<file path="src/rtl/eau_pkg.sv">
package eau_pkg;
  localparam int AW     = 16;
  localparam int DW     = 8;
  localparam int MODE_W = 4;
  localparam int HI_W   = AW - DW;

  typedef logic [AW-1:0]     addr_t;
  typedef logic [DW-1:0]     byte_t;
  typedef logic [MODE_W-1:0] mode_t;

  localparam mode_t M_ACC  = 4'd0;
  localparam mode_t M_IMP  = 4'd1;
  localparam mode_t M_IMM  = 4'd2;
  localparam mode_t M_ZP   = 4'd3;
  localparam mode_t M_ZPX  = 4'd4;
  localparam mode_t M_ZPY  = 4'd5;
  localparam mode_t M_ABS  = 4'd6;
  localparam mode_t M_ABSX = 4'd7;
  localparam mode_t M_ABSY = 4'd8;
  localparam mode_t M_INDX = 4'd9;
  localparam mode_t M_INDY = 4'd10;
  localparam mode_t M_IND  = 4'd11;
  localparam mode_t M_REL  = 4'd12;

  // place a byte in page zero
  function automatic addr_t page0(byte_t b);
    return {{HI_W{1'b0}}, b};
  endfunction

  // page-zero sum that wraps inside the page
  function automatic addr_t zp_offset(byte_t base, byte_t idx);
    byte_t s;
    s = base + idx;
    return page0(s);
  endfunction

  // full-width indexed sum
  function automatic addr_t abs_offset(addr_t base, byte_t idx);
    return base + page0(idx);
  endfunction

  // branch target with a signed byte displacement
  function automatic addr_t rel_target(addr_t pc, byte_t off);
    return pc + {{HI_W{off[DW-1]}}, off};
  endfunction

  function automatic logic is_ptr(mode_t m);
    return (m == M_INDX) || (m == M_INDY) || (m == M_IND);
  endfunction

  function automatic logic needs_no_addr(mode_t m);
    return (m < M_ZP) || (m > M_REL);
  endfunction
endpackage

</file>
<file path="src/rtl/eau_direct.sv">
module eau_direct
  import eau_pkg::*;
(
  input  mode_t mode,
  input  addr_t opnd,
  input  byte_t idx_x,
  input  byte_t idx_y,
  input  addr_t pc_base,
  output addr_t d_ea,
  output logic  d_nomem
);
  byte_t op_lo;
  assign op_lo = opnd[DW-1:0];

  always_comb begin
    d_ea    = '0;
    d_nomem = needs_no_addr(mode);
    case (mode)
      M_ZP:    d_ea = page0(op_lo);
      M_ZPX:   d_ea = zp_offset(op_lo, idx_x);
      M_ZPY:   d_ea = zp_offset(op_lo, idx_y);
      M_ABS:   d_ea = opnd;
      M_ABSX:  d_ea = abs_offset(opnd, idx_x);
      M_ABSY:  d_ea = abs_offset(opnd, idx_y);
      M_REL:   d_ea = rel_target(pc_base, op_lo);
      default: d_ea = '0;
    endcase
  end
endmodule

</file>
<file path="src/rtl/eau_ptr_seq.sv">
module eau_ptr_seq
  import eau_pkg::*;
(
  input  logic  clk,
  input  logic  rst_n,
  input  logic  launch,
  input  mode_t mode,
  input  addr_t opnd,
  input  byte_t idx_x,
  input  byte_t idx_y,
  output logic  rd_en,
  output addr_t rd_addr,
  input  byte_t rd_data,
  output logic  busy,
  output logic  fin,
  output addr_t fin_ea
);
  typedef enum logic [1:0] {S_IDLE, S_LO, S_HI, S_FIN} state_e;
  state_e state_q;

  addr_t lo_addr_q, hi_addr_q;
  byte_t post_idx_q, lo_byte_q;
  logic  zp_ptr_q;
  addr_t lo_addr_n, hi_addr_n;
  byte_t post_idx_n;

  logic rd_lo_phase, rd_hi_phase;
  assign rd_lo_phase = (state_q == S_LO);
  assign rd_hi_phase = (state_q == S_HI);

  always_comb begin
    lo_addr_n  = opnd;
    hi_addr_n  = opnd + addr_t'(1);
    post_idx_n = '0;
    case (mode)
      M_INDX: begin
        lo_addr_n = zp_offset(opnd[DW-1:0], idx_x);
        hi_addr_n = zp_offset(lo_addr_n[DW-1:0], byte_t'(1));
      end
      M_INDY: begin
        lo_addr_n  = page0(opnd[DW-1:0]);
        hi_addr_n  = zp_offset(opnd[DW-1:0], byte_t'(1));
        post_idx_n = idx_y;
      end
      default: ;
    endcase
  end

  always_ff @(posedge clk or negedge rst_n) begin
    if (!rst_n) begin
      state_q    <= S_IDLE;
      lo_addr_q  <= '0;
      hi_addr_q  <= '0;
      post_idx_q <= '0;
      lo_byte_q  <= '0;
      zp_ptr_q   <= 1'b0;
    end else begin
      case (state_q)
        S_IDLE: if (launch) begin
          state_q    <= S_LO;
          lo_addr_q  <= lo_addr_n;
          hi_addr_q  <= hi_addr_n;
          post_idx_q <= post_idx_n;
          zp_ptr_q   <= (mode != M_IND);
        end
        S_LO:  state_q <= S_HI;
        S_HI: begin
          state_q   <= S_FIN;
          lo_byte_q <= rd_data;
        end
        default: state_q <= S_IDLE;
      endcase
    end
  end

  assign rd_en   = rd_lo_phase | rd_hi_phase;
  assign rd_addr = rd_lo_phase ? lo_addr_q : hi_addr_q;
  assign busy    = (state_q != S_IDLE);
  assign fin     = (state_q == S_FIN);
  assign fin_ea  = abs_offset({rd_data, lo_byte_q}, post_idx_q);

  AST_RD_PAIR: assert property (@(posedge clk) disable iff (!rst_n)
    $rose(rd_en) |=> (rd_en && busy));
  AST_RD_STOP: assert property (@(posedge clk) disable iff (!rst_n)
    rd_hi_phase |=> (!rd_en && fin));
  AST_ZP_PAGE: assert property (@(posedge clk) disable iff (!rst_n)
    (rd_en && zp_ptr_q) |-> (rd_addr[AW-1:DW] == '0));
  AST_ZP_NEXT: assert property (@(posedge clk) disable iff (!rst_n)
    (rd_hi_phase && zp_ptr_q) |-> (rd_addr[DW-1:0] == byte_t'($past(rd_addr[DW-1:0]) + 8'd1)));
  AST_IND_NEXT: assert property (@(posedge clk) disable iff (!rst_n)
    (rd_hi_phase && !zp_ptr_q) |-> (rd_addr == addr_t'($past(rd_addr) + 16'd1)));
endmodule

</file>
<file path="src/rtl/eff_addr_unit.sv">
module eff_addr_unit
  import eau_pkg::*;
(
  input  logic        clk,
  input  logic        rst_n,
  input  logic        start,
  input  logic [3:0]  mode,
  input  logic [15:0] opnd,
  input  logic [7:0]  idx_x,
  input  logic [7:0]  idx_y,
  input  logic [15:0] pc_base,
  output logic        rd_en,
  output logic [15:0] rd_addr,
  input  logic [7:0]  rd_data,
  output logic        busy,
  output logic        done,
  output logic [15:0] ea,
  output logic        no_mem
);
  addr_t d_ea, fin_ea;
  logic  d_nomem, seq_busy, seq_fin;
  logic  accept, launch, direct_go;

  assign accept    = start && !seq_busy;
  assign launch    = accept && is_ptr(mode);
  assign direct_go = accept && !is_ptr(mode);

  eau_direct u_direct (
    .mode(mode), .opnd(opnd), .idx_x(idx_x), .idx_y(idx_y),
    .pc_base(pc_base), .d_ea(d_ea), .d_nomem(d_nomem)
  );

  eau_ptr_seq u_seq (
    .clk(clk), .rst_n(rst_n), .launch(launch), .mode(mode), .opnd(opnd),
    .idx_x(idx_x), .idx_y(idx_y), .rd_en(rd_en), .rd_addr(rd_addr),
    .rd_data(rd_data), .busy(seq_busy), .fin(seq_fin), .fin_ea(fin_ea)
  );

  always_ff @(posedge clk or negedge rst_n) begin
    if (!rst_n) begin
      done   <= 1'b0;
      ea     <= '0;
      no_mem <= 1'b0;
    end else if (direct_go) begin
      done   <= 1'b1;
      ea     <= d_ea;
      no_mem <= d_nomem;
    end else if (seq_fin) begin
      done   <= 1'b1;
      ea     <= fin_ea;
      no_mem <= 1'b0;
    end else begin
      done   <= 1'b0;
    end
  end

  assign busy = seq_busy;

  AST_DIRECT_DONE: assert property (@(posedge clk) disable iff (!rst_n)
    (start && !busy && !is_ptr(mode)) |=> (done && !busy && !rd_en));
  AST_NOMEM_ZERO: assert property (@(posedge clk) disable iff (!rst_n)
    (done && no_mem) |-> (ea == '0));
  AST_BUSY_IGNORE: assert property (@(posedge clk) disable iff (!rst_n)
    (start && busy && !seq_fin) |=> !done);
  AST_BACK_TO_BACK: assert property (@(posedge clk) disable iff (!rst_n)
    (done && start && is_ptr(mode)) |=> busy);
  AST_DONE_IDLE: assert property (@(posedge clk) disable iff (!rst_n)
    done |-> !busy);
endmodule

</file>
<file path="config.mk">
export PLATFORM = sky130hd
export DESIGN_NAME = eff_addr_unit
export DESIGN_NICKNAME = d
export VERILOG_FILES = /design/src/rtl/eau_pkg.sv /design/src/rtl/eau_direct.sv /design/src/rtl/eau_ptr_seq.sv /design/src/rtl/eff_addr_unit.sv
export SDC_FILE = /design/constraint.sdc
export NUM_CORES = 1
export LEC_CHECK = 0
export BUFFER_PORTS_ARGS = -buffer_cell sky130_fd_sc_hd__clkbuf_2
export CAP_MARGIN = 30
export CORE_ASPECT_RATIO = 1.2
export CORE_MARGIN = 5
export CORE_UTILIZATION = 50
export DETAILED_ROUTE_END_ITERATION = 12
export PLACE_DENSITY_LB_ADDON = 0.2
export SETUP_SLACK_MARGIN = 0.3
export SYNTH_ARGS = -nofsm -noshare
export SYNTH_HDL_FRONTEND = slang
export SYNTH_SLANG_ARGS = --single-unit
</file>
<file path="constraint.sdc">
create_clock -name clk -period 4 [get_ports clk]
set_clock_uncertainty 0.2 [all_clocks]
set_input_delay 0.8 -clock clk [delete_from_list [all_inputs] [get_ports clk]]
set_output_delay 0.8 -clock clk [all_outputs]
set_load 0.1 [all_outputs]
</file>
=== After elaboration in Yosys (flattened, before gate mapping) ===
Cells that the tools add are included.

* Add/sub/neg operators: 9
* Multiply operators: 0
* Divide/modulo/power cells: 0
* Order comparisons: 2
* Eq/ne operators: 14
* Shift-type cells: 0
* Muxes and demuxes: 13
* Bitwise logic cells: 1
* Reductions and logical operators: 12

{| class="wikitable"
|+ Operator list
! kind !! number
|-
| 16-bit one-hot mux with 7 select lines || 1
|-
| 16-bit one-hot mux with 2 select lines || 2
|-
| 16-bit by 8-bit adder with 16-bit output || 3
|-
| 16-bit two-way mux || 3
|-
| 4-bit equality test, second input constant || 5
|-
| 16-bit by 1-bit adder with 16-bit output, second input constant || 1
|-
| 16-bit adder || 1
|-
| 8-bit by 1-bit adder with 8-bit output, second input constant || 2
|-
| 8-bit adder || 2
|-
| 4-bit by 3-bit equality test with 1-bit output, second input constant || 4
|-
| 8-bit two-way mux || 1
|-
| 2-bit one-hot mux with 3 select lines || 1
|-
| 2-bit equality test, second input constant || 2
|-
| 4-bit by 2-bit equality test with 1-bit output, second input constant || 1
|-
| 4-bit > comparator, second input constant || 1
|-
| 4-bit by 2-bit less-than comparator with 1-bit output, second input constant || 1
|-
| 1-bit two-way mux || 4
|-
| 2-bit nonzero test || 2
|-
| 1-bit logical AND || 3
|-
| 1-bit logical OR || 3
|-
| 2-bit by 1-bit equality test with 1-bit output, second input constant || 1
|-
| 1-bit zero test || 2
|-
| 2-bit zero test || 1
|-
| 2-bit two-way mux || 1
|-
| other kinds (3) || 3
|}

* Flip-flop bits (word level): 68
* Latch bits: 0
* Bits in writable memories: 0
* Bits in read-only memories: 0
* Input bits: 63
* Output and inout port bits: 36
* Logic and storage cells: 59
* Memories kept: 0

=== Logic depth before layout (Yosys ltp) ===
* Depth in word-level cells: 6
* Gate-level depth with buffers: 14
* Depth with buffers taken out: 13

=== Modules after synthesis ===
A second synthesis with hierarchy kept.

* Cells, all modules: 722
* Area, all modules: 6536.3 um2

{| class="wikitable"
|+ Modules (own cells, without submodules)
! module !! times used !! cells an instance !! area an instance (um2) !! sequential area each (um2)
|-
| eau_ptr_seq || 1 || 399 || 3550.9 || 1251.2
|-
| eau_direct || 1 || 261 || 2044.5 || 0.0
|-
| eff_addr_unit || 1 || 62 || 940.9 || 450.4
|}

=== Least setup slack after synthesis ===
OpenSTA, ideal clock, no wires.

* Path type: input port to flip-flop
* Start: input port mode[3]
* End: register ea[14]
* Setup time: 126 ps
* Arrival time: 3599 ps
* Data required time: 3674 ps
* Path slack: 75 ps
* Stages on the path: 14
* Buffers on the path: 1
* Path through: clkbuf_1 > nand2b_1 > nor3_4 > mux2_2 > ha_1 > inv_1 > fa_1 > nand3b_1 > a21o_1 > a21oi_1 > nor2b_1 > o21ai_0 > a21o_1 > a221o_1

* Longest elaborated chain between the ends: 6
* Elaborated cells between the ends (all ways): 17
* Classes of those cells: eq/ne: 10; mux: 2; reduce/logical: 5

{| class="wikitable"
|+ Ends and longest elaborated chain
! element !! line !! text
|-
| start: declaration || eff_addr_unit.sv:7 || <nowiki>input logic [3:0] mode,</nowiki>
|-
| 4-bit equality test || eau_pkg.sv:48 || <nowiki>return (m == M_INDX) || (m == M_INDY) || (m == M_IND);</nowiki>
|-
| 1-bit logical OR (2 in a row) || eau_pkg.sv:48 ||
|-
| 1-bit zero test || eff_addr_unit.sv:26 || <nowiki>assign direct_go = accept && !is_ptr(mode);</nowiki>
|-
| 1-bit logical AND || eff_addr_unit.sv:26 ||
|-
| 16-bit two-way mux or 2-bit nonzero test (tied branches) || -- ||
|-
| end signal: assignment || eff_addr_unit.sv:50 || <nowiki>ea <= fin_ea;</nowiki>
|-
| end: declaration || eff_addr_unit.sv:17 || <nowiki>output logic [15:0] ea,</nowiki>
|}

Parallel ways exist; a longest one is shown, timed or not.
A chain may end at the register's enable or synchronous reset.

=== Final worst setup path ===
* Start: input port opnd[0]
* End: register u_seq.hi_addr_q[7]

* Longest elaborated chain between the ends: 3
* Elaborated cells between the ends (all ways): 5
* Classes of those cells: add/sub: 4; mux: 1

{| class="wikitable"
|+ Ends and longest elaborated chain
! element !! line !! text
|-
| start: declaration || eff_addr_unit.sv:8 || <nowiki>input logic [15:0] opnd,</nowiki>
|-
| 8-bit adder || eau_pkg.sv:33 || <nowiki>s = base + idx;</nowiki>
|-
| 8-bit by 1-bit adder with 8-bit output || eau_pkg.sv:33 ||
|-
| 16-bit one-hot mux with 2 select lines (*) || eau_ptr_seq.sv:35 || <nowiki>case (mode)</nowiki>
|-
| end signal: assignment || eau_ptr_seq.sv:62 || <nowiki>hi_addr_q <= hi_addr_n;</nowiki>
|-
| end: declaration || eau_ptr_seq.sv:21 || <nowiki>addr_t lo_addr_q, hi_addr_q;</nowiki>
|}

Mark *: on every way between the ends. The rest lies on a longest branch, timed or not.

==> impl_metrics.ini <==
[sta]
drv_slew = 0
finalCriticalPeriod_ps = 3540
fmax_mhz = 282
setup_viol = 0
rsz0062_at_grt = no
worstMarginPinSlew_ps = 879
maxSlewHeadroom_pct = 41.4
fin_crit_sh_pct = 88.6
finalHoldViolCount = 0
holdWs_ps = 263
setup_total_negative_slack_ps = 0

[cells_and_area]
layout-area-overhead-vs-synth_pct = 17.9
final-instance-count-excl-fill = 1024
drive_gt1_share_pct = 22.3
num_antenna_cells = 0
nets = 976

[cts]
clock_path_buffers = 2
cts_buffers = 9
worstSkewPairLatency_ps = 330
cts_max_level = 3
cts_root_buf = clkbuf_16
clock-sinks = 68
holdBufCountCts = 0
tritoncts = done
clk_pin_slew_ps = 70

[detailed_routing]
routedWlPerCell_um = 19.8
drt-initial-drc-count = 404
ant_nets = 0
vias = 6184
wirelength_mm = 20.3
first_pass_iters = 5
routed_via_density = 6.04
drcViolationCount = 0

[logic_synthesis]
async_flop_share_pct = 100
ys_top_cells_by_count = nand2_1 (95), dfrtp_1 (68), ha_1 (53), o21ai_0 (46), nor2_1 (45)
synthesis.nets = 874
synth_ff_type = dfrtp_1
synth_cell_types = 72
yosys_warnings = 0
yosysSeqAreaShare_pct = 26.9
synthesis.instances = 753
synth.most_common_cell = nand2_1
synth_edf_count = 0
ys_ff_latch = 68
syn_area_mm2 = 0.00633
ys_top_cells_by_area = dfrtp_1 (27%), ha_1 (10%), mux2_2 (5.7%), nand2_1 (5.6%), xnor2_1 (4.8%)
avgSynthCellArea_um2 = 8.40
yosysTopAreaCellShare_pct = 26.9
synth_top_cell_by_area = dfrtp_1

[global_routing]
grt_use_total_pct = 26.8
antenna_found_initial = 0
overflow = 0
grt_max_degree = 69
grt_first_pass_wirelength_mm = 32.3
grt_pass1_vias = 6153

[worst_setup_path]
start_kind = input pin
reg2reg_to = ea[14]
cp_data_required_time_ps = 4060
crit_type = in -> reg
rr_startpoint = u_seq.lo_byte_q[0]
cp.arrival_ps = 3610
crit_path_end_kind = register
ff2ff_path_depth = 10
worst-path-max-fanout = 7
rrSetupSlack_ps = 1090

[placement]
io_buffers = 98
gp_congestion = 0.965
dp_cells = 1008
post-dp-hpwl_mm = 16.1

[power_and_ir_drop]
power_density_mw_per_mm2 = 693
ir_drop_v = 0.000766
leakagePower_nw = 3.48

[die]
start_util_pct = 50.4
num_rows = 45
dieArea_mm2 = 0.0150
die_h_um = 133
core-area_mm2 = 0.0126
io_pins = 99
die_w_um = 113

[run_status]
outcome = finished, final reports clean

[min_path]
hp-class = reg -> reg
worstHoldPathCells = 2
hold_end = u_seq.lo_addr_q[12]
hp-start = u_seq.lo_addr_q[12]

[run]
cap_violations = 0
## kinds of logic after synthesis
logic type / share of synthesized area, %
XOR/XNOR: 7.83
multiplexers: 7.18
AO/OA/AOI/OAI: 23.1
adder cells (fa/ha/maj): 12.1
buffers and inverters: 3.80
AND/OR/NAND/NOR: 19.2
flip-flops: 26.9
## critical path: stages
cell and delay, ps:
clkbuf_2 130, ha_1 240, fa_1 410, a211oi_1 380, nor2_1 110, xor2_1 240
a31oi_2 200, or4_4 570, xnor3_1 360, a31oi_1 170
## state kept, by name, indices dropped and copies added (netlist names)
name and flops:
u_seq.post_idx_q 8, no_mem 1, done 1, u_seq.lo_addr_q 16
ea 16, u_seq.lo_byte_q 8, u_seq.hi_addr_q 16, u_seq.state_q 2
## worst max-delay path by stage
stage,startpoint,end
after floorplan,mode[2],ea[14]
after global routing,mode[2],ea[10]
final,opnd[0],u_seq.hi_addr_q[7]
after global placement,mode[2],ea[14]
after detailed placement,opnd[0],u_seq.hi_addr_q[7]
after CTS,opnd[0],u_seq.hi_addr_q[7]
## layer usage
layer,track usage (%),share of wire (%)
met2,44.9,48
met4,8.55,2.9
met3,4.04,6.6
met5,0,0
met1,35.4,42
## placed cells by master, fill, tap and decap left out, types with 5 or more instances in the layout
master and instances:
o22a_1 5, a31oi_1 16, and3_1 8, clkbuf_16 9, a21oi_1 43, xor2_1 19
nand2_1 95, xnor2_1 35, nand3b_1 5, a211oi_1 6, nor2b_1 11, mux2_2 31
o211ai_1 5, o22ai_1 8, or3_1 6, a22oi_1 8, a21o_1 21, nand3_1 30
o221ai_1 5, a221oi_1 5, o21ai_0 45, clkbuf_2 97, nand2b_1 8, mux2i_1 8
o21a_1 13, inv_1 22, nor2_1 45, nor3_1 17, buf_4 29, dfrtp_1 68
ha_1 52
## power breakdown
part	switching, mW	leakage [nW]	total [mW]	internal [mW]
registers	0.172	0.859	1.15	0.974
logic	2.36	2.46	3.16	0.803
clock network	0.316	0.156	0.865	0.549
## layout make-up
cell class              instances  area, µm²
fillers                      1155       5090
flip-flops and latches         68       1700
inverters                      24       90.1
multi-input cells             625       4430
clock inverters                 7       98.8
repair buffers                127        708
well taps                     164        205
clock buffers                   9        225
## stage by stage
stage / power [mW] / cell area (µm²) / utilization (%) / setup WS, ps
after floorplan: 3.67 / 6370 / - / 279
after global placement: 4.26 / 7130 / 56.8 / 199
after detailed placement: 4.31 / 7130 / 56.8 / 136
after CTS: 5.19 / 7460 / 59.4 / 475
after global routing: 5.43 / 7460 / 59.4 / 265
final: 5.18 / 7460 / 59.4 / 455
## what timing repair did
action | CTS | global route
gates resized for setup | 0 | 1
setup buffers | 0 | 0
endpoints found under the setup margin | 0 | 1
(Power assumes the default switching activity.)
